## src/rtl/ocpm_pkg.sv

```systemverilog
package ocpm_pkg;
  localparam int MODE_W = 3;
  localparam logic [MODE_W-1:0] OC_OFF    = 3'd0;
  localparam logic [MODE_W-1:0] OC_SET_HI = 3'd1;
  localparam logic [MODE_W-1:0] OC_SET_LO = 3'd2;
  localparam logic [MODE_W-1:0] OC_TOGGLE = 3'd3;
  localparam logic [MODE_W-1:0] OC_PWM    = 3'd4;
  localparam int NTMR = 2;
endpackage

```

## src/rtl/ocpm_gate.sv

```systemverilog
module ocpm_gate #(
  parameter int CW = 16
) (
  input  logic                      sleep_i,
  input  logic                      idle_i,
  input  logic                      ch_sidl_i,
  input  logic                      sel_i,
  input  logic [ocpm_pkg::NTMR-1:0] tmr_run_i,
  input  logic [ocpm_pkg::NTMR-1:0] tmr_sidl_i,
  input  logic [ocpm_pkg::NTMR-1:0] tmr_prd_i,
  input  logic [CW-1:0]             cnt_a_i,
  input  logic [CW-1:0]             cnt_b_i,
  output logic                      run_o,
  output logic [CW-1:0]             cnt_o,
  output logic                      prd_o
);
  logic idle_ok;

  always_comb begin
    cnt_o   = sel_i ? cnt_b_i : cnt_a_i;
    prd_o   = tmr_prd_i[sel_i];
    idle_ok = !ch_sidl_i && tmr_run_i[sel_i] && !tmr_sidl_i[sel_i];
    run_o   = !sleep_i && (!idle_i || idle_ok);
  end
endmodule

```

## src/rtl/ocpm_wave.sv

```systemverilog
module ocpm_wave #(
  parameter int CW = 16
) (
  input  logic                        clk,
  input  logic                        rst_n,
  input  logic                        run_i,
  input  logic [ocpm_pkg::MODE_W-1:0] mode_i,
  input  logic [CW-1:0]               cnt_i,
  input  logic [CW-1:0]               cmp_i,
  input  logic [CW-1:0]               duty_i,
  input  logic                        prd_i,
  output logic                        pin_o,
  output logic                        ch_set_o,
  output logic                        prd_set_o
);
  import ocpm_pkg::*;

  logic                pin_q, pin_d;
  logic [CW-1:0]       duty_q, duty_d;
  logic [MODE_W-1:0]   mode_q, mode_d;
  logic                hit_cmp, hit_duty;

  always_comb begin
    pin_d     = pin_q;
    duty_d    = duty_q;
    mode_d    = mode_q;
    ch_set_o  = 1'b0;
    prd_set_o = 1'b0;
    hit_cmp   = (cnt_i == cmp_i);
    hit_duty  = (cnt_i == duty_q);
    if (run_i) begin
      if (mode_i != mode_q) begin
        mode_d = mode_i;
        pin_d  = (mode_i == OC_SET_LO);
        duty_d = duty_i;
      end else begin
        case (mode_i)
          OC_SET_HI: if (hit_cmp) begin pin_d = 1'b1;   ch_set_o = 1'b1; end
          OC_SET_LO: if (hit_cmp) begin pin_d = 1'b0;   ch_set_o = 1'b1; end
          OC_TOGGLE: if (hit_cmp) begin pin_d = !pin_q; ch_set_o = 1'b1; end
          OC_PWM: begin
            if (prd_i) begin
              pin_d     = 1'b1;
              duty_d    = duty_i;
              prd_set_o = 1'b1;
            end else if (hit_duty) begin
              pin_d = 1'b0;
            end
          end
          default: pin_d = 1'b0;
        endcase
      end
    end
  end

  always_ff @(posedge clk or negedge rst_n) begin
    if (!rst_n) begin
      pin_q  <= 1'b0;
      duty_q <= '0;
      mode_q <= OC_OFF;
    end else if (run_i) begin
      pin_q  <= pin_d;
      duty_q <= duty_d;
      mode_q <= mode_d;
    end
  end

  assign pin_o = pin_q;
endmodule

```

## src/rtl/ocpm_flag.sv

```systemverilog
module ocpm_flag (
  input  logic clk,
  input  logic rst_n,
  input  logic set_i,
  input  logic clr_i,
  input  logic ie_i,
  output logic flag_o,
  output logic irq_o
);
  logic flag_q, flag_d, upd;

  always_comb begin
    upd    = set_i || clr_i;
    flag_d = set_i ? 1'b1 : 1'b0;
  end

  always_ff @(posedge clk or negedge rst_n) begin
    if (!rst_n)   flag_q <= 1'b0;
    else if (upd) flag_q <= flag_d;
  end

  assign flag_o = flag_q;
  assign irq_o  = flag_q && ie_i;
endmodule

```

## src/rtl/ocpm_top.sv

```systemverilog
module ocpm_top #(
  parameter int CW = 16
) (
  input  logic          clk,
  input  logic          rst_n,
  input  logic          sleep_i,
  input  logic          idle_i,
  input  logic          ch_stop_idle_i,
  input  logic          tbase_sel_i,
  input  logic [2:0]    mode_i,
  input  logic [CW-1:0] cmp_i,
  input  logic [CW-1:0] duty_i,
  input  logic [CW-1:0] tmra_cnt_i,
  input  logic [CW-1:0] tmrb_cnt_i,
  input  logic          tmra_run_i,
  input  logic          tmrb_run_i,
  input  logic          tmra_stop_idle_i,
  input  logic          tmrb_stop_idle_i,
  input  logic          tmra_prd_i,
  input  logic          tmrb_prd_i,
  input  logic          ch_ie_i,
  input  logic          tmra_ie_i,
  input  logic          tmrb_ie_i,
  input  logic          ch_flag_clr_i,
  input  logic          tmra_flag_clr_i,
  input  logic          tmrb_flag_clr_i,
  output logic          oc_pin_o,
  output logic          ch_flag_o,
  output logic          tmra_flag_o,
  output logic          tmrb_flag_o,
  output logic          ch_irq_o,
  output logic          tmra_irq_o,
  output logic          tmrb_irq_o
);
  import ocpm_pkg::*;
  localparam int NFLAG = NTMR + 1;

  logic          run;
  logic [CW-1:0] cnt_sel;
  logic          prd_sel;
  logic          ch_set, prd_set;
  logic [NFLAG-1:0] f_set, f_clr, f_ie, f_flag, f_irq;

  ocpm_gate #(.CW(CW)) u_gate (
    .sleep_i    (sleep_i),
    .idle_i     (idle_i),
    .ch_sidl_i  (ch_stop_idle_i),
    .sel_i      (tbase_sel_i),
    .tmr_run_i  ({tmrb_run_i, tmra_run_i}),
    .tmr_sidl_i ({tmrb_stop_idle_i, tmra_stop_idle_i}),
    .tmr_prd_i  ({tmrb_prd_i, tmra_prd_i}),
    .cnt_a_i    (tmra_cnt_i),
    .cnt_b_i    (tmrb_cnt_i),
    .run_o      (run),
    .cnt_o      (cnt_sel),
    .prd_o      (prd_sel)
  );

  ocpm_wave #(.CW(CW)) u_wave (
    .clk       (clk),
    .rst_n     (rst_n),
    .run_i     (run),
    .mode_i    (mode_i),
    .cnt_i     (cnt_sel),
    .cmp_i     (cmp_i),
    .duty_i    (duty_i),
    .prd_i     (prd_sel),
    .pin_o     (oc_pin_o),
    .ch_set_o  (ch_set),
    .prd_set_o (prd_set)
  );

  // index 0: channel, 1: timer A, 2: timer B
  always_comb begin
    f_set = {prd_set && tbase_sel_i, prd_set && !tbase_sel_i, ch_set};
    f_clr = {tmrb_flag_clr_i, tmra_flag_clr_i, ch_flag_clr_i};
    f_ie  = {tmrb_ie_i, tmra_ie_i, ch_ie_i};
  end

  for (genvar g = 0; g < NFLAG; g++) begin : g_flag
    ocpm_flag u_flag (
      .clk    (clk),
      .rst_n  (rst_n),
      .set_i  (f_set[g]),
      .clr_i  (f_clr[g]),
      .ie_i   (f_ie[g]),
      .flag_o (f_flag[g]),
      .irq_o  (f_irq[g])
    );
  end

  assign ch_flag_o   = f_flag[0];
  assign tmra_flag_o = f_flag[1];
  assign tmrb_flag_o = f_flag[2];
  assign ch_irq_o    = f_irq[0];
  assign tmra_irq_o  = f_irq[1];
  assign tmrb_irq_o  = f_irq[2];
endmodule

```

## config.mk

```make
export PLATFORM = sky130hd
export DESIGN_NAME = ocpm_top
export DESIGN_NICKNAME = d
export VERILOG_FILES = /design/src/rtl/ocpm_pkg.sv /design/src/rtl/ocpm_gate.sv /design/src/rtl/ocpm_wave.sv /design/src/rtl/ocpm_flag.sv /design/src/rtl/ocpm_top.sv
export SDC_FILE = /design/constraint.sdc
export NUM_CORES = 1
export LEC_CHECK = 0
export BUFFER_PORTS_ARGS = -buffer_cell sky130_fd_sc_hd__buf_2
export CAP_MARGIN = 5
export CORE_MARGIN = 2
export CORE_UTILIZATION = 44
export DETAILED_ROUTE_END_ITERATION = 10
export MAX_ROUTING_LAYER = met4
export PLACE_DENSITY = 0.93
export SYNTH_ARGS = -nofsm -noshare
export SYNTH_HDL_FRONTEND = slang
export SYNTH_SLANG_ARGS = --single-unit
```

## constraint.sdc

```tcl
create_clock -name clk -period 2.3 [get_ports clk]
set_input_delay 0.23 -clock clk [delete_from_list [all_inputs] [get_ports clk]]
set_output_delay 0.23 -clock clk [all_outputs]
set_load 0.005 [all_outputs]
```

==> results.md <==
Clock tree:
- The number of buffers inserted by post-CTS setup repair is 0.
- The clock root buffer master is sky130_fd_sc_hd__clkbuf_4.
- The maximum buffer depth of the clock tree is 2.
- After clock tree synthesis, the flow added hold-fix buffers numbering 1.
- The total number of clock tree sinks is 23.
- The clock latency reported for the late side of the worst-skew pair is 0.31 ns.
- TritonCTS built the clock tree.
- Buffers inserted during clock tree synthesis total 3.
- The clock input transition at the sequential cells of the worst setup and hold paths is 0.13 ns.
- The number of gates resized after CTS was 0.
- CTS built an H-tree with a depth of 1.

Yosys:
- The gate count after technology mapping is 145.
- The number of warning messages in the yosys log is 0.
- After synthesis the cells add up to 1570 um^2.
- The mean post-synth cell area is 10.8 um^2.
- The register bit total from synthesis is 23.
- The post-synth net total is 230.
- Sequential elements use 36.7% of the synthesized area.
- The count of different cell masters after synthesis is 26.

Route:
- In this run, the number of DRC markers left after iteration 0 of detailed routing was 32.
- The final route contains 1419 vias.
- Before antenna repair, the detailed router went through 4 iterations.
- The number of vias per cell after detailed routing is 4.88.
- In the final routed layout, each cell accounts on average for 13.3 um.
- After detailed routing, the number of remaining DRC violations is 0.
- For this block, the routed nets add up to 3880 um of wire.
- In this run the remaining antenna-violating nets after routing total 0.

GRT:
- For this run, global-route usage on met1 was measured as 24.0%.
- The number of antenna violations at the first check in global routing is 0.
- For this run, global-route usage on met2 was measured as 35.8%.
- The via count of the first global-routing pass was 1468.
- Global routing used 20.5% of the available tracks.
- The pin count of the biggest net entering global routing is 24.
- The total congestion overflow after global routing is 0.
- The first global-routing pass estimated 6320 um of wire.
- The met3 global-route usage is 3.21%.
- The highest-utilization routing layer at the global route stage is met2.

Critical path:
- The arrival time reported for the critical path endpoint is 2.25 ns.
- The critical path launch point type is an input port.
- The number of cells on the worst reg-to-reg path is 5.
- The critical path ends at u_wave.pin_o.
- The worst setup path is of the in -> reg kind.
- The most critical setup path has its startpoint at tbase_sel_i.
- Data on the critical path is required at its endpoint by 2.51 ns.
- In this run the critical register-to-register path is launched from u_wave.duty_q[9].
- In this run the worst path has a maximum fanout of 12.
- The reg-to-reg setup timing slack is 0.50 ns.
- In this run the critical register-to-register path is captured at u_wave.pin_o.
- The worst setup path is captured at a flip-flop.

Layout:
- The count of inserted antenna diode cells is 0.
- The total of fill cells in the finished design is 294.
- The layout cell share with drive strength beyond 1 is 51.8%.
- In the final design database the tool counted 331 nets.
- The post-synthesis to final-layout area growth is 37.5%.
- The final design utilization is 63.6%.
- The final cell count without fillers is 291.
- Once layout is done, the placed cells without fillers occupy 2160 um^2.

Placed design:
- The congestion estimate from routability-driven global placement came to 0.750.
- After legalization and detailed placement, the total HPWL measured 3330 um.
- The cell total after placement is 286.
- The total of buffers placed on input and output ports is 91.
- Once placement finished, the instance area stood at 2120 um^2.

STA:
- The remaining max-slew budget at the tightest pin is 65.1%.
- Setup repair after global routing left no endpoint under its margin.
- The final-report max-slew violation count is 0.
- Setup violations remaining at the end of the flow were counted as 0.
- The time the final worst path needs with I/O delays and setup is 2.04 ns.
- The share of the clock period used by the worst path is 88.8%.
- The final clock skew is 0.00682 ns.
- The maximum clock frequency is 490 MHz.
- The hold violation total from the final report is 0.
- For the pin with the worst max-slew slack, the measured transition is 0.523 ns.

Floorplanning:
- The overall die width is 63.7 um.
- The die covers 4060 um^2.
- The number of rows in the core area is 21.
- The height of the die is 63.7 um.
- Pin placement for this block handled 92 I/O pins.
- The initial standard-cell utilization of the core is 46.3%.
- The core footprint is 3390 um^2.

Run:
- The count of maximum capacitance violations is 0.

Pwr:
- Power spread over the standard cell area amounts to 515 nW/um^2.
- Across the VDD grid, the largest voltage drop is 0.000331 V.
- In this run the static leakage power is 1.04 nW.

Min path:
- The worst hold path class is in -> reg.
- The launch instance of the worst min-delay path is tmrb_flag_clr_i.

Run status:
- The run finished with clean final reports.
[area by class of cell]
cell class / count / area, um^2 / share of cell area, %
clock buffer: 3 / 22.5 / 1.04
inverter: 6 / 22.5 / 1.04
multi-input combinational: 113 / 943 / 43.7
tap: 46 / 57.6 / 2.67
timing repair buffer: 99 / 531 / 24.6
clock inverter: 1 / 5.00 / 0.232
sequential: 23 / 576 / 26.7
[metrics by stage]
stage | hold slack (ns) | setup WS (ns) | total power [mW] | setup TNS, ns
final | 0.0906 | 0.258 | 1.11 | 0
after global routing | 0.0744 | 0.0961 | 1.19 | 0
after CTS | 0.0747 | 0.259 | 1.13 | 0
after detailed placement | 0.237 | -0.0936 | 0.936 | -0.0936
after global placement | 0.229 | -0.0136 | 0.926 | -0.0136
after floorplan | -0.0656 | 0.335 | 0.788 | 0
[critical path, cell delays in order]
cell and delay [ns]:
sky130_fd_sc_hd__buf_2 0.20, sky130_fd_sc_hd__buf_12 0.18, sky130_fd_sc_hd__mux2i_1 0.33, sky130_fd_sc_hd__xnor2_1 0.11, sky130_fd_sc_hd__nor4_1 0.36, sky130_fd_sc_hd__nand4_1 0.21, sky130_fd_sc_hd__a221oi_2 0.27, sky130_fd_sc_hd__mux2_1 0.34
[power by group]
| group | internal, mW | switching [mW] | total (mW) |
|---|---|---|---|
| combinational | 0.238 | 0.157 | 0.395 |
| sequential | 0.478 | 0.0525 | 0.531 |
| clock | 0.0649 | 0.119 | 0.184 |
| total | 0.781 | 0.329 | 1.11 |
[flip-flops by register name, summed over array words and instances (netlist names)]
signal,cells
u_wave.duty_q,16
g_flag.u_flag.flag_o,3
u_wave.mode_q,3
u_wave.pin_o,1
[cells in the final DEF (no fill, tap or decap), types with 3 or more instances in the layout]
cell type                  synthesis  routed
sky130_fd_sc_hd__o32ai_1           3       3
sky130_fd_sc_hd__a21oi_1           3       3
sky130_fd_sc_hd__clkbuf_4          0       3
sky130_fd_sc_hd__dfrtp_1          23      23
sky130_fd_sc_hd__mux2i_2           5       5
sky130_fd_sc_hd__mux2i_1          11      11
sky130_fd_sc_hd__and2_1            3       3
sky130_fd_sc_hd__nor4_1            8       8
sky130_fd_sc_hd__xnor2_1          35      35
sky130_fd_sc_hd__inv_1             6       6
sky130_fd_sc_hd__mux2_2           17      17
sky130_fd_sc_hd__buf_4             0       6
sky130_fd_sc_hd__buf_2             1      91
sky130_fd_sc_hd__nand2_1          12      12
[cell families after synthesis]
group           after synthesis  share of synthesized area, %
xor+xnor                     35                          19.5
simple gates                 33                          10.9
flops                        23                          36.7
buf+inv                       9                          3.19
compound gates               11                          5.34
mux                          34                          24.3
[how the worst min path moves through the flow]
stage	slack, ns	endpoint	cells after the start
after detailed placement	0.24	u_wave.duty_q[1]	1
final	0.09	g_flag[2].u_flag.flag_o	2
after global routing	0.07	g_flag[2].u_flag.flag_o	2
after CTS	0.07	g_flag[2].u_flag.flag_o	2
after floorplan	-0.07	g_flag[0].u_flag.flag_o	0
after global placement	0.23	u_wave.duty_q[1]	1
[per-layer routing]
| metal | up-vias | share of wire (%) |
|---|---|---|
| met4 | 0 | 1.0 |
| met5 | - | 0 |
| met2 | 57 | 52 |
| li1 | 710 | - |
| met3 | 4 | 6.4 |
| met1 | 648 | 40 |
[cells in the mapped netlist, drive strengths merged]
cell type | instances | area [um^2]
o21ai | 1 | 5.00
mux2 | 18 | 203
nor4 | 8 | 50.1
dfrtp | 23 | 576
nand2 | 12 | 45.0
a221oi | 1 | 15.0
buf | 3 | 27.5
or2 | 1 | 6.26
nand4 | 2 | 12.5
nor3 | 2 | 10.0
a21oi | 4 | 23.8
inv | 6 | 22.5
mux2i | 16 | 179
a21o | 1 | 7.51
and3b | 1 | 8.76
xnor2 | 35 | 307
o32ai | 3 | 26.3
nand2b | 1 | 6.26
nor2 | 1 | 3.75
nand3 | 2 | 10.0
and2 | 3 | 18.8
o22ai | 1 | 6.26
Power figures use the tool's default switching activity.
